**src/rtl/idm_seq_pkg.sv**
```systemverilog
package idm_seq_pkg;
  localparam int SEL_W  = 2;
  localparam int CNT_W  = 8;

  typedef logic [SEL_W-1:0] sel_t;
  typedef logic [CNT_W-1:0] cnt_t;

  // Window length in oscillator clocks for a time-select code.
  function automatic cnt_t win_len(input sel_t code);
    case (code)
      2'b00:   win_len = cnt_t'(17);
      2'b01:   win_len = cnt_t'(33);
      2'b10:   win_len = cnt_t'(65);
      default: win_len = cnt_t'(129);
    endcase
  endfunction

  // Feature armed: enable mode and a non-zero current select.
  function automatic logic armed(input logic mode, input sel_t cur);
    armed = mode && (cur != '0);
  endfunction
endpackage

```
**src/rtl/blank_sync.sv**
```systemverilog
module blank_sync #(
  parameter int STAGES = 2
) (
  input  logic clk,
  input  logic rst_n,
  input  logic async_in,
  output logic sync_out,
  output logic fall_evt,
  output logic rise_evt
);
  logic [STAGES-1:0] chain;
  logic              prev_q;

  genvar g;
  generate
    for (g = 0; g < STAGES; g++) begin : g_stage
      if (g == 0) begin : g_first
        always_ff @(posedge clk or negedge rst_n)
          if (!rst_n) chain[0] <= 1'b1;
          else        chain[0] <= async_in;
      end else begin : g_next
        always_ff @(posedge clk or negedge rst_n)
          if (!rst_n) chain[g] <= 1'b1;
          else        chain[g] <= chain[g-1];
      end
    end
  endgenerate

  always_ff @(posedge clk or negedge rst_n)
    if (!rst_n) prev_q <= 1'b1;
    else        prev_q <= sync_out;

  assign sync_out = chain[STAGES-1];
  assign fall_evt = prev_q & ~sync_out;
  assign rise_evt = ~prev_q & sync_out;

  AST_EDGE_EXCLUSIVE: assert property (@(posedge clk) disable iff (!rst_n)
    fall_evt |=> !fall_evt);
endmodule

```
**src/rtl/window_timer.sv**
```systemverilog
module window_timer
  import idm_seq_pkg::*;
(
  input  logic clk,
  input  logic rst_n,
  input  logic start,
  input  logic abort,
  input  cnt_t len_in,
  output logic active,
  output logic done_stb
);
  cnt_t cnt_q;
  cnt_t len_q;
  logic last_cnt;

  assign last_cnt = (cnt_q == len_q - cnt_t'(1));

  always_ff @(posedge clk or negedge rst_n) begin
    if (!rst_n) begin
      active   <= 1'b0;
      done_stb <= 1'b0;
      cnt_q    <= '0;
      len_q    <= '0;
    end else begin
      done_stb <= 1'b0;
      if (active) begin
        if (abort || last_cnt) begin
          active   <= 1'b0;
          done_stb <= 1'b1;
          cnt_q    <= '0;
        end else begin
          cnt_q <= cnt_q + cnt_t'(1);
        end
      end else if (start) begin
        active <= 1'b1;
        cnt_q  <= '0;
        len_q  <= len_in;
      end
    end
  end

  AST_NO_OVERRUN: assert property (@(posedge clk) disable iff (!rst_n)
    active |-> (cnt_q < len_q));
  AST_ABORT_CLOSES: assert property (@(posedge clk) disable iff (!rst_n)
    (active && abort) |=> (!active && done_stb));
  AST_LEN_HELD: assert property (@(posedge clk) disable iff (!rst_n)
    (active && $past(active)) |-> $stable(len_q));
endmodule

```
**src/rtl/idm_window_seq.sv**
```systemverilog
module idm_window_seq
  import idm_seq_pkg::*;
(
  input  logic       osc_clk,
  input  logic       rst_n,
  input  logic       blank_in,
  input  logic [1:0] cur_sel,
  input  logic [1:0] win_sel,
  input  logic       oe_mode,
  output logic       test_sink_en,
  output logic [1:0] test_sink_code,
  output logic       capture_stb
  ,output logic      leak_det_hold
);
  logic blank_s;
  logic fall_evt;
  logic rise_evt;
  logic start_evt;
  logic win_active;
  logic win_done;
  sel_t code_q;

  blank_sync #(.STAGES(2)) u_sync (
    .clk      (osc_clk),
    .rst_n    (rst_n),
    .async_in (blank_in),
    .sync_out (blank_s),
    .fall_evt (fall_evt),
    .rise_evt (rise_evt)
  );

  assign start_evt = fall_evt && armed(oe_mode, cur_sel) && !win_active;

  window_timer u_timer (
    .clk      (osc_clk),
    .rst_n    (rst_n),
    .start    (start_evt),
    .abort    (rise_evt),
    .len_in   (win_len(win_sel)),
    .active   (win_active),
    .done_stb (win_done)
  );

  always_ff @(posedge osc_clk or negedge rst_n)
    if (!rst_n)         code_q <= '0;
    else if (start_evt) code_q <= cur_sel;

  assign test_sink_en   = win_active;
  assign test_sink_code = win_active ? code_q : 2'b00;
  assign capture_stb    = win_done;
  assign leak_det_hold  = armed(oe_mode, cur_sel);

  AST_START_ON_FALL: assert property (@(posedge osc_clk) disable iff (!rst_n)
    $rose(test_sink_en) |-> $past(fall_evt));
  AST_START_ARMED: assert property (@(posedge osc_clk) disable iff (!rst_n)
    $rose(test_sink_en) |-> $past(oe_mode));
  AST_CAP_SINGLE: assert property (@(posedge osc_clk) disable iff (!rst_n)
    capture_stb |=> !capture_stb);
  AST_CAP_AT_END: assert property (@(posedge osc_clk) disable iff (!rst_n)
    $fell(test_sink_en) |-> capture_stb);
  AST_CODE_VALID: assert property (@(posedge osc_clk) disable iff (!rst_n)
    test_sink_en |-> (test_sink_code != 2'b00));
  AST_CODE_HELD: assert property (@(posedge osc_clk) disable iff (!rst_n)
    (test_sink_en && $past(test_sink_en)) |-> $stable(test_sink_code));
endmodule

```
**config.mk**
```make
export PLATFORM = sky130hd
export DESIGN_NAME = idm_window_seq
export DESIGN_NICKNAME = d
export VERILOG_FILES = /design/src/rtl/idm_seq_pkg.sv /design/src/rtl/blank_sync.sv /design/src/rtl/window_timer.sv /design/src/rtl/idm_window_seq.sv
export SDC_FILE = /design/constraint.sdc
export NUM_CORES = 1
export LEC_CHECK = 0
export ABC_AREA = 1
export CAP_MARGIN = 10
export CELL_PAD_IN_SITES_DETAIL_PLACEMENT = 0
export CELL_PAD_IN_SITES_GLOBAL_PLACEMENT = 2
export CORE_MARGIN = 10
export CORE_UTILIZATION = 33
export DETAILED_ROUTE_END_ITERATION = 8
export GPL_TIMING_DRIVEN = 0
export PLACE_DENSITY = 0.88
export SYNTH_ARGS = -nofsm -noshare
export SYNTH_HDL_FRONTEND = slang
export SYNTH_SLANG_ARGS = --single-unit
```
**constraint.sdc**
```tcl
create_clock -name osc_clk -period 2.6 [get_ports osc_clk]
set_input_delay 0.39 -clock osc_clk [delete_from_list [all_inputs] [get_ports osc_clk]]
set_output_delay 0.39 -clock osc_clk [all_outputs]
set_load 0.01 [all_outputs]
```
Yosys cells after proc, flatten, opt, wreduce, memory -nomap -nowiden
Index checks and enable logic that the tools add are counted.
{ "totals": {"reg_bits": 23, "out_inout_bits": 5, "input_bits": 8, "elab_cells": 37} }
{ "op_classes": {"reduce_logical": 9, "n_addsub": 2, "n_eq_ne": 3, "bitwise_logic": 5, "mux": 10} }
{ "op_table": {"columns": ["op", "count"], "rows": [
  ["2-to-1 mux 8 bit", 3],
  ["one-hot mux 8 bit (3 select lines)", 1],
  ["adder 8 x 1 -> 8 bit, second input constant", 1],
  ["== test 8 bit", 1],
  ["subtractor 8 x 1 -> 8 bit, second input constant", 1],
  ["2-to-1 mux 1 bit", 5],
  ["nonzero test 2 bit", 2],
  ["logical AND 1 bit", 3],
  ["inverter 1 bit", 3],
  ["bitwise AND 1 bit", 2],
  ["== test 2 x 1 -> 1 bit, second input constant", 1],
  ["== test 2 bit, second input constant", 1],
  ["zero test 2 bit", 1],
  ["2-to-1 mux 2 bit", 1],
  ["AND reduction 2 bit", 1],
  ["zero test 1 bit", 1],
  ["logical OR 1 bit", 1]
]} }

Logic depth before layout (Yosys ltp)
Gate-level depths: netlist of run 1.
{ "logic_depth": {"ltp_word": 6, "ltp_mapped": 11, "depth_no_buf": 11} }

By module
From an unflattened synthesis of run 1, not the netlist that was laid out.
{ "hier_totals": {"cells_unflattened": 197, "hier_area_um2": 1387.6} }
{ "by_module_without_submodules": {"columns": ["mod", "n_inst", "area_per_inst_um2", "seq_area_each_um2", "cells_each"], "rows": [
  ["window_timer", 1, 1116.1, 450.4, 159],
  ["idm_window_seq", 1, 177.7, 50.0, 31],
  ["blank_sync", 1, 93.8, 78.8, 7]
]} }

Worst setup path after synthesis of run 1
Ideal clock, no wire load.
{ "synth_path": {"path_kind": "register to register", "from": "register u_timer.len_q[0]", "to": "register u_timer.active", "arrival_time_ns": 1.318, "period_less_slack_ns": 1.436, "path_stages_with_launch": 10, "path_buffers": 0, "slack_ns": 1.164, "setup_time_ns": 0.118, "t_required_ns": 2.482, "path_cell_list": "dfrtp_1 > inv_2 > ha_1 > nand2_1 > nand3_1 > nand3b_1 > nor2_2 > nand2_4 > nand3_1 > nand2_1"} }
{ "synth_via": {"elab_chain_cells": 5} }
{ "synth_lines": {"columns": ["element", "line_no", "rtl"], "rows": [
  ["start: declaration", "window_timer.sv:13", "cnt_t len_q;"],
  ["start signal: assignment", "window_timer.sv:37", "len_q <= len_in;"],
  ["subtractor 8 x 1 -> 8 bit", "window_timer.sv:16", "assign last_cnt = (cnt_q == len_q - cnt_t'(1));"],
  ["== test 8 bit", "window_timer.sv:16", null],
  ["logical OR 1 bit", "window_timer.sv:27", "if (abort || last_cnt) begin"],
  ["2-to-1 mux 1 bit", "window_timer.sv:27", null],
  ["2-to-1 mux 1 bit", "window_timer.sv:26", "if (active) begin"],
  ["end signal: assignment", "window_timer.sv:20", "active <= 1'b0;"],
  ["end signal: assignment", "window_timer.sv:28", "active <= 1'b0;"],
  ["end signal: assignment", "window_timer.sv:35", "active <= 1'b1;"],
  ["end: declaration", "window_timer.sv:9", "output logic active,"]
]} }
Every way passes these cells.
A chain may end at the register's enable or synchronous reset.

Final worst setup path of run 1
{ "layout_path": {"from": "register u_timer.active", "to": "output port test_sink_code[1]"} }
{ "layout_via": {"elab_chain_cells": 1} }
{ "layout_lines": {"columns": ["element", "line_no", "rtl"], "rows": [
  ["2-to-1 mux 2 bit", "idm_window_seq.sv:49", "assign test_sink_code = win_active ? code_q : 2'b00;"],
  ["end: declaration", "idm_window_seq.sv:11", "output logic [1:0] test_sink_code,"]
]} }
Every way passes these cells.

==> results of run 1 <==
==> worst paths after layout <==
check / slack (ns) / from / endpoint
min in group asynchronous: 0.59 / rst_n / u_timer.cnt_q[0]
max reg2reg: 0.95 / u_timer.len_q[0] / u_timer.cnt_q[1]
min: 0.37 / u_sync.chain[0] / u_sync.sync_out
max in group asynchronous: 1.44 / rst_n / u_timer.len_q[6]
min reg2reg: 0.37 / u_sync.chain[0] / u_sync.sync_out
max: 0.58 / u_timer.active / test_sink_code[1]
==> placed cells by master, fill, tap and decap left out <==
master           count
nor3_1               1
clkbuf_4             3
or2_2                1
nor2_1              14
nand3_2              1
nand2_4              1
inv_2                3
buf_2                2
nand3_1             20
buf_4                1
a31oi_1              1
clkbuf_8             1
o21a_1               2
nand3b_1             1
a31oi_2              1
nand2_1             50
ha_1                 2
clkdlybuf4s50_1     12
inv_1               18
dfstp_2              3
o21ai_1              1
nor2_2               3
a21oi_1              3
dfrtp_1             17
o21ai_0              7
a21oi_2              1
==> logic make-up (layout without fill, tap and decap cells) <==
kind of cell / after synthesis / in the layout / synth area share, %
compound gates: 16 / 16 / 8.69
fa+ha+maj: 2 / 2 / 2.23
buf+inv: 24 / 40 / 8.58
flops: 20 / 20 / 44.9
simple gates: 92 / 92 / 35.6
==> state kept, by name, indices dropped and copies added (netlist names) <==
register / flops
u_sync.chain: 1
u_timer.active: 1
code_q: 2
u_timer.len_q: 5
u_timer.cnt_q: 8
u_sync.sync_out: 1
u_sync.prev_q: 1
u_timer.done_stb: 1
==> cells in the mapped netlist, types with 3 or more instances <==
cell type and n:
nand2_1 50, nand3_1 20, inv_1 18, dfrtp_1 17, nor2_1 14, o21ai_0 7
a21oi_1 3, dfstp_2 3, inv_2 3, nor2_2 3
==> metrics by stage <==
stage	worst slack, ns	hold WS (ns)	area (um^2)	utilization [%]	instances
global route	0.453	0.378	1340	40.4	216
CTS	0.550	0.367	1340	40.4	216
detailed placement	0.599	0.349	1300	39.3	212
finish	0.578	0.367	1340	40.4	216
global placement	0.591	0.350	1300	39.3	212
floorplan	1.16	0.0944	1120	-	154
==> report_power, final <==
group	switching, mW	internal (mW)
clock	0.105	0.0855
sequential	0.0486	0.368
combinational	0.187	0.124
==> layout make-up <==
cell class,count,area share [%]
Multi-Input combinational cell,110,39.0
Clock buffer,4,2.72
Timing Repair Buffer,12,8.99
Sequential cell,20,37.7
Tap cell,46,4.31
Inverter,21,5.90
Buffer,3,1.31
==> layer usage <==
| layer | wire [um] | track usage [%] | part of all wire [%] |
|---|---|---|---|
| met5 | 0 | 0 | 0 |
| met4 | 21 | 2.69 | 0.84 |
| met3 | 108 | 2.39 | 4.3 |
| met2 | 1250 | 15.0 | 50 |
| met1 | 1130 | 10.5 | 45 |
==> metrics.txt, run 1 <==
die area about 6100 um^2; RSZ-0062 raised after global routing no; Primary FF master, synth dfrtp_1; WS Path Type reg -> out; Max Buffers Root-to-Sink 2; CTS tree done; Slew @ Worst Pin between 0.9 and 1 ns; DR WL/cell 11.6 um; Worst path top cell family by delay buffers and inverters; vias in the first global route 1046; Starting Density 33.9%; Core Area 3310 um^2; Final min period between 2 and 2.5 ns; fin nets 181; Gate Count Post-Synth approximately 150; Lkg Pwr 0.665 nW; status completed; share of cells above drive strength 1 12.4%; Ys Warns 0; Hold Crit Class reg -> reg; Post-CTS Resized 0; global-route wire length before repair 4460 um; Hold Path Depth 0; GR Overflow Total 0; Syn Std Cell Area ~1100 um^2; register area ~500 um^2; WL final 2510 um; highest clock rate 0.494 GHz; Post-Synthesis Net Count about 160; cts bufs inserted 3; Starting DRT DRC Count 62; post-detail-place hpwl roughly 1900 um; Final Skew 0.00412 ns; synth top area cells dfrtp_1 (38%), nand2_1 (17%), nand3_1 (8.9%), dfstp_2 (7.0%), inv_1 (6.0%); startpoint types flip-flop; H-tree depth 1; die outline width 78.3 um; peak supply drop 0.000423 V; Crit path largest cell delay around 0.53 ns; syn_area_per_cell 7.29 um^2; number of synthesized flops with an enable pin 0; Setup violations, final 0; arrival time at the worst endpoint 1.63 ns; DR pass1 iterations 4; GP Congestion about 0.71; # hold bufs at CTS 0; WP buf/inv 3; antenna viol nets, final 0; Layout fillers 381; ANT cells 0; Synth cell types 23; DIE HEIGHT 78.3 um; Levels on crit path 4; register area share after synthesis between 40% and 50%; CTS Sinks 20; Post-CTS Setup Repair Bufs 0; vias about 1000; area leader, netlist dfrtp_1; Setup TNS 0 ns; total power 917 uW; critical-path cell list buf_2, nand2_1, inv_1, clkdlybuf4s50_1; largest net degree at the start of global routing 21; gr usage total 8.81%; Root Driver clkbuf_4; CP Capture Type output pin; R2R depth 9; Area Overhead vs Synth 19.1%; drc violations 0; initial antenna violation count 0; I/O Pins 13; Multi-input gate area ~520 um^2; max-slew violations 0; Avg Vias per Cell 4.69; Yosys top cell area share between 30 and 40%; # rows 21; MaxCap Viol Count 0; Critical Path RT 2.21 ns; final period utilization roughly 78%; slowest CP cell clkdlybuf4s50_1; post-synthesis register bit count 20; Clock transition at path regs 0.12 ns; final hold violations 0; Slew HR a little under two fifths; port bufs 12; asr flop ratio synth 100%; PD cells roughly 690 nW/um^2; Max FO, Critical Path 10; later-pin clock latency in the skew report 0.31 ns
(Power assumes the default switching activity.)
==> run 2, diff against run 1 <==
--- a/config.mk
+++ b/config.mk
@@ -10,10 +10,10 @@
 export CELL_PAD_IN_SITES_DETAIL_PLACEMENT = 0
 export CELL_PAD_IN_SITES_GLOBAL_PLACEMENT = 2
 export CORE_MARGIN = 10
-export CORE_UTILIZATION = 33
+export CORE_UTILIZATION = 28
 export DETAILED_ROUTE_END_ITERATION = 8
 export GPL_TIMING_DRIVEN = 0
-export PLACE_DENSITY = 0.88
+export PLACE_DENSITY = 0.8
 export SYNTH_ARGS = -nofsm -noshare
 export SYNTH_HDL_FRONTEND = slang
 export SYNTH_SLANG_ARGS = --single-unit
==> constraint.sdc (replaced) <==
create_clock -name osc_clk -period 1.7 [get_ports osc_clk]
set_input_delay 0.255 -clock osc_clk [delete_from_list [all_inputs] [get_ports osc_clk]]
set_output_delay 0.255 -clock osc_clk [all_outputs]
set_load 0.01 [all_outputs]
==> metrics.txt, run 2 (synthesis gave the netlist of run 1 again) <==
status completed; die area 6940 um^2 (+13%); max-slew violations 0 (unchanged); most common cell after layout, fill and taps aside nand2_1; Hold Crit Class reg -> reg; final instance area 1420 um^2 (+6.2%); Clock transition at path regs 0.07 ns (-0.05 ns); share of cells above drive strength 1 15.3% (+3.0 points); WS Path Type reg -> reg; GR Overflow Total 0 (unchanged); startpoint types flip-flop; CTS Sinks 20 (unchanged); Slew HR 36.5% (-0.74 points); Slew @ Worst Pin 0.950 ns (+0.0110 ns); antenna viol nets, final 0 (unchanged); final hold violations 0 (unchanged); Root Driver clkbuf_8; die outline width 83.3 um (+6.4%); Hold Slack 0.359 ns (-0.00724 ns); Lkg Pwr 0.733 nW (+10%); area post-placement 1300 um^2 (+0.19%); peak supply drop 0.000411 V (-2.8%); drc violations 0 (unchanged); # rows 22 (+4.8%); cts bufs inserted 3 (unchanged); arrival time at the worst endpoint 1.76 ns (+0.13 ns); total power 1.51 mW (+64%); Top reg by flops u_timer.cnt_q; H-tree depth 1 (unchanged); Critical Path RT 1.85 ns (-0.36 ns); Area Overhead vs Synth 26.4%; CP Capture Type flip-flop; CTS tree done; Finished Core Util 37.6% (-2.7 points); final period utilization 95.0%; # hold bufs at CTS 0 (unchanged); max reg flops 8 (unchanged); Final min period 1.61 ns; highest clock rate 0.619 GHz; Max FO, Critical Path 5 (-5); ANT cells 0 (unchanged); gr usage total 7.65% (-1.2 points); vias 1026 (+1.4%); global-route wire length before repair 4530 um (+1.5%); initial antenna violation count 0 (unchanged); Starting Density 29.8% (-4.1 points); PD cells 1060 nW/um^2 (+55%); Core Area 3770 um^2 (+14%); Regs by FF count u_timer.cnt_q x8, u_timer.len_q x5, code_q x2; DIE HEIGHT 83.3 um (+6.4%); GP Congestion 0.732 (+3.2%); Avg Vias per Cell 4.58 (-2.2%); Starting DRT DRC Count 28 (-55%); largest net degree at the start of global routing 21 (unchanged); Final Skew 0.00247 ns (-0.00165 ns); port bufs 12 (unchanged); vias in the first global route 1067 (+2.0%); leading cell types in the layout, fill and taps excluded nand2_1 (50), nand3_1 (20), inv_1 (18); post-detail-place hpwl 1950 um (+3.7%); later-pin clock latency in the skew report 0.25 ns (-0.06 ns); Setup violations, final 0 (unchanged); MaxCap Viol Count 0 (unchanged); WL final 2710 um (+7.9%); fin nets 187 (+3.3%); Max Buffers Root-to-Sink 2 (unchanged); RSZ-0062 raised after global routing no; DR WL/cell 12.1 um (+4.0%); I/O Pins 13 (unchanged); DR pass1 iterations 4 (unchanged)
==> run 2: layer usage <==
layer  routed length [um]  GRT usage [%]  vias to the layer above
li1                     -              -                      528
met1                 1230           8.20                      477
met2                 1320           13.5                       17
met3                  129           2.54                        4
met4                   29           2.77                        0
met5                    0              0                        -
==> run 2: what timing repair did <==
item / in CTS / in global routing
endpoints found under the setup margin: 3 / 11
gates cloned: 0 / 1
setup buffers: 1 / 4
gates resized for setup: 3 / 4
pin swaps: 0 / 2
==> run 2: final cells by class <==
cell class	count	area [um^2]
well taps	48	60.1
repair buffers	17	161
clock buffers	4	45.0
flip-flops and latches	20	504
plain buffers	3	23.8
inverters	21	78.8
fillers	400	2350
multi-input cells	111	546
==> run 2: worst paths after layout <==
path | from | end | slack, ns | cells after the start
worst max-delay path | u_timer.len_q[0] | u_timer.cnt_q[5] | 0.09 | 9
worst min-delay path | u_sync.chain[0] | u_sync.sync_out | 0.36 | 0
worst max register to register | u_timer.len_q[0] | u_timer.cnt_q[5] | 0.09 | 9
worst min register to register | u_sync.chain[0] | u_sync.sync_out | 0.36 | 0
max in group asynchronous | rst_n | u_timer.cnt_q[3] | 0.59 | 1
min in group asynchronous | rst_n | u_timer.done_stb | 0.53 | 1
==> run 2: where the power goes <==
part           internal [mW]  switching (mW)
Sequential             0.564          0.0697
Clock                  0.167           0.151
Combinational          0.222           0.334
==> run 2: worst max-delay path: stages (launching register included) <==
cell and delay (ns):
dfrtp_1 0.39, inv_2 0.12, ha_4 0.22, nand2_1 0.06, nand3_1 0.07, nand3b_1 0.21
nor2_4 0.18, nand2_2 0.12, nand3_1 0.09, nand2_1 0.05
==> run 2: stage by stage <==
step           TNS [ns]  setup WS (ns)  instances
6_report              0         0.0851        224
4_1_cts               0        0.00648        219
3_5_place_dp    -0.0356        -0.0356        214
3_3_place_gp    -0.0423        -0.0423        214
5_1_grt               0         0.0108        224
2_1_floorplan         0          0.264        154
